File: src/rtl/rtc_alarm_pkg.sv
package rtc_alarm_pkg;
   localparam int FIELD_W = 8;
   localparam int PTR_W   = 2;
   localparam int CODE_W  = 4;
   localparam int ADDR_W  = 2;

   localparam logic [ADDR_W-1:0] ADDR_CTRL = 2'd0;
   localparam logic [ADDR_W-1:0] ADDR_RPT  = 2'd1;
   localparam logic [ADDR_W-1:0] ADDR_WLO  = 2'd2;
   localparam logic [ADDR_W-1:0] ADDR_WHI  = 2'd3;

   localparam logic [CODE_W-1:0] CODE_LAST = 4'd9;

   typedef struct packed {
      logic [FIELD_W-1:0] month;
      logic [FIELD_W-1:0] day;
      logic [FIELD_W-1:0] wday;
      logic [FIELD_W-1:0] hour;
      logic [FIELD_W-1:0] min;
      logic [FIELD_W-1:0] sec;
   } cal_t;
endpackage

File: src/rtl/rtc_alarm_cmp.sv
module rtc_alarm_cmp
   import rtc_alarm_pkg::*;
(
   input  cal_t              now,
   input  logic              now_half,
   input  cal_t              want,
   input  logic [CODE_W-1:0] code,
   output logic              hit
);
   logic use_half, use_s1, use_s, use_m1, use_m, use_h, use_wd, use_d, use_mo;
   logic known;

   always_comb begin
      known    = (code <= CODE_LAST);
      use_half = (code >= 4'd1);
      use_s1   = (code >= 4'd2);
      use_s    = (code >= 4'd3);
      use_m1   = (code >= 4'd4);
      use_m    = (code >= 4'd5);
      use_h    = (code >= 4'd6);
      use_wd   = (code == 4'd7);
      use_d    = (code >= 4'd8);
      use_mo   = (code == 4'd9);
      hit = known
         & (!use_half | !now_half)
         & (!use_s1   | (now.sec[3:0] == want.sec[3:0]))
         & (!use_s    | (now.sec      == want.sec))
         & (!use_m1   | (now.min[3:0] == want.min[3:0]))
         & (!use_m    | (now.min      == want.min))
         & (!use_h    | (now.hour     == want.hour))
         & (!use_wd   | (now.wday     == want.wday))
         & (!use_d    | (now.day      == want.day))
         & (!use_mo   | (now.month    == want.month));
   end
endmodule

File: src/rtl/rtc_alarm_repeat.sv
module rtc_alarm_repeat #(
   parameter int RPT_W = 8
) (
   input  logic             clk,
   input  logic             rst_n,
   input  logic             load,
   input  logic [RPT_W-1:0] load_val,
   input  logic             fire,
   input  logic             chime,
   output logic [RPT_W-1:0] count,
   output logic             auto_off
);
   logic at_zero;

   assign at_zero  = (count == '0);
   assign auto_off = fire & at_zero & ~chime;

   always_ff @(posedge clk or negedge rst_n) begin
      if (!rst_n) begin
         count <= '0;
      end else if (load) begin
         count <= load_val;
      end else if (fire) begin
         if (!at_zero)   count <= count - 1'b1;
         else if (chime) count <= '1;
      end
   end
endmodule

File: src/rtl/rtc_alarm_regs.sv
module rtc_alarm_regs
   import rtc_alarm_pkg::*;
#(
   parameter int RPT_W = 8
) (
   input  logic               clk,
   input  logic               rst_n,
   input  logic               bus_wr,
   input  logic               bus_rd,
   input  logic [ADDR_W-1:0]  bus_addr,
   input  logic [FIELD_W-1:0] bus_wdata,
   input  logic [RPT_W-1:0]   rpt_count,
   input  logic               auto_off,
   output logic [FIELD_W-1:0] bus_rdata,
   output logic               ctl_en,
   output logic               ctl_chime,
   output logic [CODE_W-1:0]  ctl_code,
   output logic [PTR_W-1:0]   win_ptr,
   output cal_t               want
);
   logic wr_ctrl, wr_lo, wr_hi, touch_hi;

   assign wr_ctrl  = bus_wr && (bus_addr == ADDR_CTRL);
   assign wr_lo    = bus_wr && (bus_addr == ADDR_WLO);
   assign wr_hi    = bus_wr && (bus_addr == ADDR_WHI);
   assign touch_hi = (bus_wr || bus_rd) && (bus_addr == ADDR_WHI);

   always_ff @(posedge clk or negedge rst_n) begin
      if (!rst_n) begin
         ctl_en    <= 1'b0;
         ctl_chime <= 1'b0;
         ctl_code  <= '0;
         win_ptr   <= '0;
         want      <= '0;
      end else begin
         if (wr_ctrl) begin
            ctl_en    <= bus_wdata[7];
            ctl_chime <= bus_wdata[6];
            ctl_code  <= bus_wdata[5:2];
            win_ptr   <= bus_wdata[1:0];
         end else begin
            if (auto_off) ctl_en <= 1'b0;
            if (touch_hi && (win_ptr != '0)) win_ptr <= win_ptr - 1'b1;
         end
         if (wr_lo) begin
            case (win_ptr)
               2'd0:    want.sec  <= bus_wdata;
               2'd1:    want.hour <= bus_wdata;
               2'd2:    want.day  <= bus_wdata;
               default: ;
            endcase
         end
         if (wr_hi) begin
            case (win_ptr)
               2'd0:    want.min   <= bus_wdata;
               2'd1:    want.wday  <= bus_wdata;
               2'd2:    want.month <= bus_wdata;
               default: ;
            endcase
         end
      end
   end

   always_comb begin
      bus_rdata = '0;
      case (bus_addr)
         ADDR_CTRL: bus_rdata = {ctl_en, ctl_chime, ctl_code, win_ptr};
         ADDR_RPT:  bus_rdata = FIELD_W'(rpt_count);
         ADDR_WLO: begin
            case (win_ptr)
               2'd0:    bus_rdata = want.sec;
               2'd1:    bus_rdata = want.hour;
               2'd2:    bus_rdata = want.day;
               default: bus_rdata = '0;
            endcase
         end
         default: begin
            case (win_ptr)
               2'd0:    bus_rdata = want.min;
               2'd1:    bus_rdata = want.wday;
               2'd2:    bus_rdata = want.month;
               default: bus_rdata = '0;
            endcase
         end
      endcase
   end
endmodule

File: src/rtl/rtc_alarm_match.sv
module rtc_alarm_match
   import rtc_alarm_pkg::*;
#(
   parameter int RPT_W          = 8,
   parameter bit EVT_REGISTERED = 1'b1
) (
   input  logic               clk,
   input  logic               rst_n,
   input  logic               half_tick,
   input  logic               tm_half,
   input  logic [FIELD_W-1:0] tm_sec,
   input  logic [FIELD_W-1:0] tm_min,
   input  logic [FIELD_W-1:0] tm_hour,
   input  logic [FIELD_W-1:0] tm_wday,
   input  logic [FIELD_W-1:0] tm_day,
   input  logic [FIELD_W-1:0] tm_month,
   input  logic               bus_wr,
   input  logic               bus_rd,
   input  logic [ADDR_W-1:0]  bus_addr,
   input  logic [FIELD_W-1:0] bus_wdata,
   output logic [FIELD_W-1:0] bus_rdata,
   output logic               alarm_evt
);
   if (RPT_W < 1 || RPT_W > FIELD_W) begin : g_bad_rpt
      $error("rtc_alarm_match: RPT_W must lie in 1..FIELD_W");
   end

   logic              tick_q, tick_rise, hit, fire, auto_off;
   logic              cfg_en, cfg_chime;
   logic [CODE_W-1:0] cfg_code;
   logic [PTR_W-1:0]  win_ptr;
   logic [RPT_W-1:0]  rpt_q;
   cal_t              now, want;

   assign now = '{month: tm_month, day: tm_day, wday: tm_wday,
                  hour: tm_hour, min: tm_min, sec: tm_sec};

   always_ff @(posedge clk or negedge rst_n) begin
      if (!rst_n) tick_q <= 1'b0;
      else        tick_q <= half_tick;
   end

   assign tick_rise = half_tick & ~tick_q;
   assign fire      = tick_rise & cfg_en & hit;

   rtc_alarm_cmp u_cmp (
      .now(now), .now_half(tm_half), .want(want), .code(cfg_code), .hit(hit)
   );

   rtc_alarm_repeat #(.RPT_W(RPT_W)) u_rpt (
      .clk(clk), .rst_n(rst_n),
      .load(bus_wr && (bus_addr == ADDR_RPT)),
      .load_val(bus_wdata[RPT_W-1:0]),
      .fire(fire), .chime(cfg_chime),
      .count(rpt_q), .auto_off(auto_off)
   );

   rtc_alarm_regs #(.RPT_W(RPT_W)) u_regs (
      .clk(clk), .rst_n(rst_n),
      .bus_wr(bus_wr), .bus_rd(bus_rd), .bus_addr(bus_addr),
      .bus_wdata(bus_wdata), .rpt_count(rpt_q), .auto_off(auto_off),
      .bus_rdata(bus_rdata), .ctl_en(cfg_en), .ctl_chime(cfg_chime),
      .ctl_code(cfg_code), .win_ptr(win_ptr), .want(want)
   );

   if (EVT_REGISTERED) begin : g_evt_reg
      logic evt_q;
      always_ff @(posedge clk or negedge rst_n) begin
         if (!rst_n) evt_q <= 1'b0;
         else        evt_q <= fire;
      end
      assign alarm_evt = evt_q;
   end else begin : g_evt_comb
      assign alarm_evt = fire;
   end
endmodule

File: config.mk
export PLATFORM = sky130hd
export DESIGN_NAME = rtc_alarm_match
export DESIGN_NICKNAME = d
export VERILOG_FILES = /design/src/rtl/rtc_alarm_pkg.sv /design/src/rtl/rtc_alarm_cmp.sv /design/src/rtl/rtc_alarm_repeat.sv /design/src/rtl/rtc_alarm_regs.sv /design/src/rtl/rtc_alarm_match.sv
export SDC_FILE = /design/constraint.sdc
export NUM_CORES = 1
export LEC_CHECK = 0
export BUFFER_PORTS_ARGS = -buffer_cell sky130_fd_sc_hd__buf_2
export CAP_MARGIN = 20
export CORE_UTILIZATION = 35
export CTS_CLUSTER_SIZE = 16
export DETAILED_ROUTE_END_ITERATION = 10
export HOLD_SLACK_MARGIN = 0.03
export PLACE_DENSITY_LB_ADDON = 0.15
export SYNTH_ARGS = -nofsm -noshare
export SYNTH_HDL_FRONTEND = slang
export SYNTH_SLANG_ARGS = --single-unit
File: constraint.sdc
create_clock -name clk -period 2.7 [get_ports clk]
set_input_delay 0.405 -clock clk [delete_from_list [all_inputs] [get_ports clk]]
set_output_delay 0.405 -clock clk [all_outputs]
set_load 0.03 [all_outputs]
==> impl_metrics.py, run 1 <==
metrics = {
    "final_layout": {
        "synthToLayoutAreaGrowth_pct": 21.9,
        "nets": 505,
        "final_cell_mix": "buf_2 (70), dfrtp_1 (66), mux2_2 (52)",
        "n_antenna_cell": 0,
        "layout.cells.non_filler": 579,
        "mostFrequentLayoutCell": "buf_2",
        "drive_above_1_share": 0.380,
        "fin_util": 0.439,
    },
    "synth": {
        "synth_warnings": 0,
        "ys_ff_latch": 66,
        "synth_top_area_cell": "dfrtp_1",
        "seq_area_frac_synth": 0.421,
        "syn_inst": 355,
        "yosys_most_used_dff": "dfrtp_1",
        "synth_top_cell_area_share": 0.421,
        "syn-cell-area_mm2": 0.00392,
        "async_flop_share": 1.00,
        "synth_edf_count": 0,
        "syn_avg_cell_area_um2": 11.0,
        "syn-num-nets": 425,
        "synth_cell_type_count": 47,
        "ys_top_cells_by_area": "dfrtp_1 (42%), mux2_2 (15%), xnor2_1 (5.6%)",
    },
    "worst_setup_path": {
        "cp.required_ns": 2.30,
        "startpoint_type": "register",
        "cp.arrival_ns": 2.20,
        "crit_type": "register to output pin",
        "timing.rr.end": "u_rpt.count[2]",
        "crit_fanout": 7,
        "worst_setup_path_end_kind": "output pin",
        "rr_worst_depth": 9,
        "r2r_setup_slack_ns": 0.15,
        "timing.rr.start": "u_regs.want[22]",
    },
    "pwr": {
        "p_leak_nw": 2.11,
        "combinationalPowerShare": 0.428,
        "ir_worst_vdd_mv": 0.468,
        "seqPwrFrac": 0.391,
        "p_per_area_mw_per_mm2": 1010,
        "switching_share": 0.390,
        "p_switching_w": 0.00188,
        "intPower_w": 0.00294,
        "p_clk_frac": 0.181,
    },
    "placed_design": {
        "dpl_worst_slack_ns": -0.00833,
        "portBuffers": 72,
        "dpl.hpwl_um": 8880,
        "gp_congestion": 0.857,
        "dpl.cell_count": 563,
    },
    "global_route": {
        "antenna_found_initial": 0,
        "grt_pass1_vias": 3182,
        "track_usage": 0.222,
        "grt_pass1_wl_um": 18600,
        "gr-total-overflow": 0,
        "grt_start_max_net_pins": 28,
    },
    "clock_tree": {
        "clock_latency_ns": 0.36,
        "cts_buffers": 9,
        "cts_num_sinks": 66,
        "cts_tree": "built",
        "cts-root-buf": "clkbuf_8",
        "h-tree-depth": 3,
        "cts_setup_buffers": 0,
        "clk_path_buf_depth": 2,
        "path_clk_slew_ns": 0.08,
    },
    "floorplan": {
        "initial_core_util": 0.360,
        "chipWidth_um": 108,
        "dieHeight_um": 108,
        "boundaryPins": 73,
        "core-area_mm2": 0.0109,
        "rows": 38,
        "die_area_mm2": 0.0116,
    },
    "sta": {
        "setup_viol": 0,
        "worst_slack_ns": 0.0909,
        "worst_pin_slew_ns": 0.624,
        "setup_tns_ns": 0,
        "hold_viol": 0,
        "period_share": 0.966,
        "max_freq_ghz": 0.383,
        "rsz0062_at_grt": "true",
        "finalClockSkew_ns": 0.00862,
        "slew_headroom": 0.584,
        "maxSlewViolCount": 0,
        "fin_crit_ns": 2.61,
    },
    "routing": {
        "drc": 0,
        "wirelength_um": 12200,
        "drt_iter0_drc": 239,
        "num_vias": 3235,
        "wl_per_cell_um": 21.0,
        "drtPass1Iterations": 6,
        "antenna_left": 0,
        "drt-vias-per-instance": 5.59,
    },
    "outcome": {
        "outcome": "finished, final reports clean",
    },
    "run": {
        "drv_cap": 0,
    },
    "hold_path": {
        "min_path_type": "input port to asynchronous set/reset pin",
    },
}
==> cell families (layout without fill, tap and decap cells) <==
kind of cell               Yosys count  count (layout)  share of synthesized area
xor gates and xnor gates            49              49                      0.109
buffers and inverters               22             106                     0.0243
muxes                               71              71                      0.198
AOI/OAI and AO/OA                   60              60                      0.110
DFF                                 66              66                      0.421
and+or+nand+nor                     81              81                      0.118
adders and majority gates            6               6                     0.0192
==> state kept, by name (all words and copies together), names as in the netlist <==
| signal | count |
|---|---|
| u_regs.ctl_chime | 1 |
| u_regs.win_ptr | 2 |
| u_regs.ctl_en | 1 |
| alarm_evt | 1 |
| tick_q | 1 |
| u_regs.ctl_code | 4 |
| u_regs.want | 48 |
| u_rpt.count | 8 |
==> synth_stat cells (2+ instances only) <==
master / count
nand2_1: 17
buf_1: 2
xnor2_1: 25
nor3_1: 2
and3_1: 4
clkbuf_1: 9
mux2_2: 52
a222oi_1: 16
nand3_1: 7
o21ai_0: 22
dfrtp_1: 66
nand4_1: 7
a211o_1: 2
mux2i_1: 19
a21oi_1: 9
xor2_1: 24
inv_1: 6
nor2_1: 14
nor4_1: 6
nor4_2: 3
or3_1: 2
buf_2: 2
o211ai_1: 2
ha_1: 6
nand3b_1: 9
==> stage by stage <==
step / total power, W / hold WS [ns] / area (um^2)
CTS: 0.00466 / 0.0389 / 4680
finish: 0.00482 / 0.0168 / 4780
floorplan: 0.00308 / 0.109 / 3920
global route: 0.00510 / 0.0467 / 4780
detailed placement: 0.00376 / 0.427 / 4470
global placement: 0.00375 / 0.423 / 4470
==> power by group through the flow <==
stage	Combinational (W)	Clock [W]	Sequential, W
6_report	0.00206	0.000873	0.00188
5_1_grt	0.00223	0.000940	0.00193
4_1_cts	0.00189	0.000893	0.00188
3_5_place_dp	0.00187	0	0.00189
3_3_place_gp	0.00184	0	0.00191
2_1_floorplan	0.00137	0	0.00170
==> critical path: stages, from the launching register on <==
cell and delay, ns:
dfrtp_1 0.40, buf_6 0.13, ha_4 0.17, buf_8 0.13
a222oi_1 0.39, mux2i_1 0.19, nand3b_1 0.12, o21ai_0 0.11
buf_2 0.21
==> layout make-up <==
class / instances / area [um^2]
fillers: 1061 / 6110
multi-input cells: 267 / 2230
flip-flops and latches: 66 / 1650
repair buffers: 85 / 499
well taps: 140 / 175
clock buffers: 11 / 151
clock inverters: 4 / 51.3
inverters: 6 / 22.5
==> routing by layer <==
metal | part of all wire | track usage
met4 | 0.021 | 0.0714
met1 | 0.43 | 0.289
met2 | 0.47 | 0.355
met5 | 0 | 0
met3 | 0.072 | 0.0617
==> worst max path at each step <==
stage / cells after the start / endpoint / startpoint / slack (ns)
after detailed placement: 10 / u_rpt.count[2] / tm_hour[5] / -0.008
after CTS: 9 / bus_rdata[4] / u_regs.win_ptr[1] / -0.005
after floorplan: 4 / bus_rdata[0] / bus_addr[0] / 0.38
after global placement: 10 / u_rpt.count[2] / tm_hour[5] / -0.01
after global routing: 9 / bus_rdata[4] / u_regs.win_ptr[1] / -0.005
final: 8 / bus_rdata[5] / u_regs.win_ptr[1] / 0.09
==> what timing repair did <==
| action | 4_1_cts | 5_1_grt |
|---|---|---|
| gates cloned | 0 | 1 |
| gates resized for setup | 2 | 16 |
| hold buffers | 0 | 0 |
| pin swaps | 0 | 5 |
| endpoints found under the setup margin | 6 | 12 |
Power figures use the tool's default switching activity.
==> inputs of run 2 (changes only) <==
--- a/config.mk
+++ b/config.mk
@@ -5,7 +5,7 @@
 export SDC_FILE = /design/constraint.sdc
 export NUM_CORES = 1
 export LEC_CHECK = 0
-export BUFFER_PORTS_ARGS = -buffer_cell sky130_fd_sc_hd__buf_2
+export BUFFER_PORTS_ARGS = -buffer_cell sky130_fd_sc_hd__buf_4
 export CAP_MARGIN = 20
 export CORE_UTILIZATION = 35
 export CTS_CLUSTER_SIZE = 16
==> run 2 against run 1 <==
Via count down 1.0%. Power down 0.82%. Core utilization up 1.0 points. Critical path depth unchanged. Critical endpoint is now bus_rdata[0]. Clock power about the same.
==> impl_metrics.py, run 2 (synthesis results as in run 1) <==
metrics = {
    "outcome": {
        "outcome": "finished, final reports clean",
    },
    "sta": {
        "rsz0062_at_grt": "true",
        "fin_crit_ns": 2.67,
        "whs_ns": 0.143,
        "setup_viol": 0,
        "hold_viol": 0,
        "max_freq_ghz": 0.374,
        "maxSlewViolCount": 0,
        "slew_headroom": 0.417,
        "worst_pin_slew_ns": 0.875,
        "finalClockSkew_ns": 0.0112,
        "period_share": 0.989,
    },
    "routing": {
        "wl_per_cell_um": 20.8,
        "drtPass1Iterations": 7,
        "drt_iter0_drc": 281,
        "wl_met2_um": 5580,
        "drt-met1-wl_um": 5300,
        "num_vias": 3202,
        "drc": 0,
        "antenna_left": 0,
        "dr_wl_met3_um": 818,
        "drt-vias-per-instance": 5.53,
        "wirelength_um": 12100,
        "routed.top_layer": "met4",
    },
    "final_layout": {
        "nets": 504,
        "drive_above_1_share": 0.376,
        "regMostFlops": "u_regs.want",
        "final_cell_mix": "buf_4 (81), dfrtp_1 (66), mux2_2 (52)",
        "nFillCells": 1031,
        "largest_reg_flops": 48,
        "mostFrequentLayoutCell": "buf_4",
        "reg_top3": "u_regs.want: 48 flops, u_rpt.count: 8 flops, u_regs.ctl_code: 4 flops",
        "n_antenna_cell": 0,
        "layout.cells.non_filler": 579,
        "design_area_mm2": 0.00489,
        "synthToLayoutAreaGrowth_pct": 24.8,
    },
    "worst_setup_path": {
        "crit_fanout": 14,
        "cp.required_ns": 2.30,
        "worst_setup_path_end_kind": "output pin",
        "rr_worst_depth": 9,
        "r2r_setup_slack_ns": 0.14,
        "cp.arrival_ns": 2.27,
        "timing.rr.start": "u_regs.want[22]",
        "startpoint_type": "register",
        "crit_type": "register to output pin",
        "timing.rr.end": "u_rpt.count[2]",
    },
    "global_route": {
        "track_usage": 0.221,
        "grt_pass1_wl_um": 18500,
        "grt_start_max_net_pins": 67,
        "grt_pass1_vias": 3168,
        "antenna_found_initial": 0,
        "gr-total-overflow": 0,
    },
    "clock_tree": {
        "cts_buffers": 9,
        "cts-root-buf": "clkbuf_8",
        "h-tree-depth": 3,
        "cts_tree": "built",
        "clk_path_buf_depth": 2,
        "cts_hold_buf": 0,
        "cts_num_sinks": 66,
        "clock_latency_ns": 0.36,
        "path_clk_slew_ns": 0.08,
    },
    "pwr": {
        "switching_share": 0.392,
        "intPower_w": 0.00290,
        "seqPwrFrac": 0.395,
        "p_switching_w": 0.00188,
        "combinationalPowerShare": 0.422,
        "p_leak_nw": 2.15,
        "p_clk_frac": 0.183,
        "p_per_area_mw_per_mm2": 977,
        "ir_worst_vdd_mv": 0.384,
    },
    "floorplan": {
        "chipWidth_um": 108,
        "dieHeight_um": 108,
        "core-area_mm2": 0.0109,
        "boundaryPins": 73,
        "rows": 38,
        "die_area_mm2": 0.0116,
        "initial_core_util": 0.360,
    },
    "placed_design": {
        "dpl.cell_count": 560,
        "portBuffers": 72,
        "dpl.hpwl_um": 8670,
        "dpl_cell_area_mm2": 0.00463,
        "gp_congestion": 0.840,
    },
    "run": {
        "drv_cap": 0,
    },
    "hold_path": {
        "min_path_type": "input port to asynchronous set/reset pin",
    },
}
run 2: metal layers:
| layer | up-vias | GRT usage |
|---|---|---|
| li1 | 1486 | - |
| met1 | 1576 | 0.292 |
| met2 | 115 | 0.345 |
| met3 | 25 | 0.0557 |
| met4 | 0 | 0.0832 |
| met5 | - | 0 |
run 2: timing repair:
item	CTS	global route
resized for setup	3	7
pin swaps	1	3
buffers inserted	2	1
endpoints found under the setup margin	8	6
hold endpoints to repair	0	0
run 2: worst max path at each step:
| stage | cells past startpoint | start | slack (ns) | endpoint |
|---|---|---|---|---|
| after floorplan | 4 | bus_addr[0] | 0.38 | bus_rdata[0] |
| after global placement | 10 | tm_hour[5] | 0.06 | u_rpt.count[2] |
| after detailed placement | 10 | tm_hour[5] | 0.13 | u_rpt.count[2] |
| after CTS | 9 | u_regs.win_ptr[1] | 0.01 | bus_rdata[4] |
| after global routing | 9 | u_regs.win_ptr[1] | -0.08 | bus_rdata[4] |
| final | 8 | u_regs.win_ptr[1] | 0.03 | bus_rdata[0] |
run 2: metrics by stage:
stage	setup WS (ns)	utilization	total power, W	setup TNS (ns)
after floorplan	0.377	-	0.00308	0
after global placement	0.0583	0.425	0.00379	0
after detailed placement	0.128	0.425	0.00381	0
after CTS	0.0114	0.446	0.00472	0
after global routing	-0.0804	0.449	0.00508	-0.196
final	0.0294	0.449	0.00478	0
run 2: critical path, cell delays in order, from the launching register on:
cell and delay, ns:
dfrtp_1 0.40, buf_6 0.13, ha_4 0.15, buf_4 0.18, a222oi_1 0.39, mux2i_1 0.19, nand3b_1 0.12, o21ai_0 0.13
buf_4 0.20
run 2: layout make-up:
| type | count | area [um^2] | area share |
|---|---|---|---|
| clock buffers | 9 | 124 | 0.0253 |
| well taps | 140 | 175 | 0.0358 |
| flip-flops and latches | 66 | 1650 | 0.338 |
| repair buffers | 84 | 642 | 0.131 |
| inverters | 6 | 22.5 | 0.00460 |
| multi-input cells | 267 | 2200 | 0.450 |
| clock inverters | 7 | 76.3 | 0.0156 |
run 2: power by group through the flow:
stage | clock network, W | registers (W) | logic, W
3_5_place_dp | 0 | 0.00190 | 0.00191
4_1_cts | 0.000893 | 0.00188 | 0.00195
6_report | 0.000874 | 0.00189 | 0.00202
3_3_place_gp | 0 | 0.00190 | 0.00189
2_1_floorplan | 0 | 0.00170 | 0.00137
5_1_grt | 0.000942 | 0.00193 | 0.00221
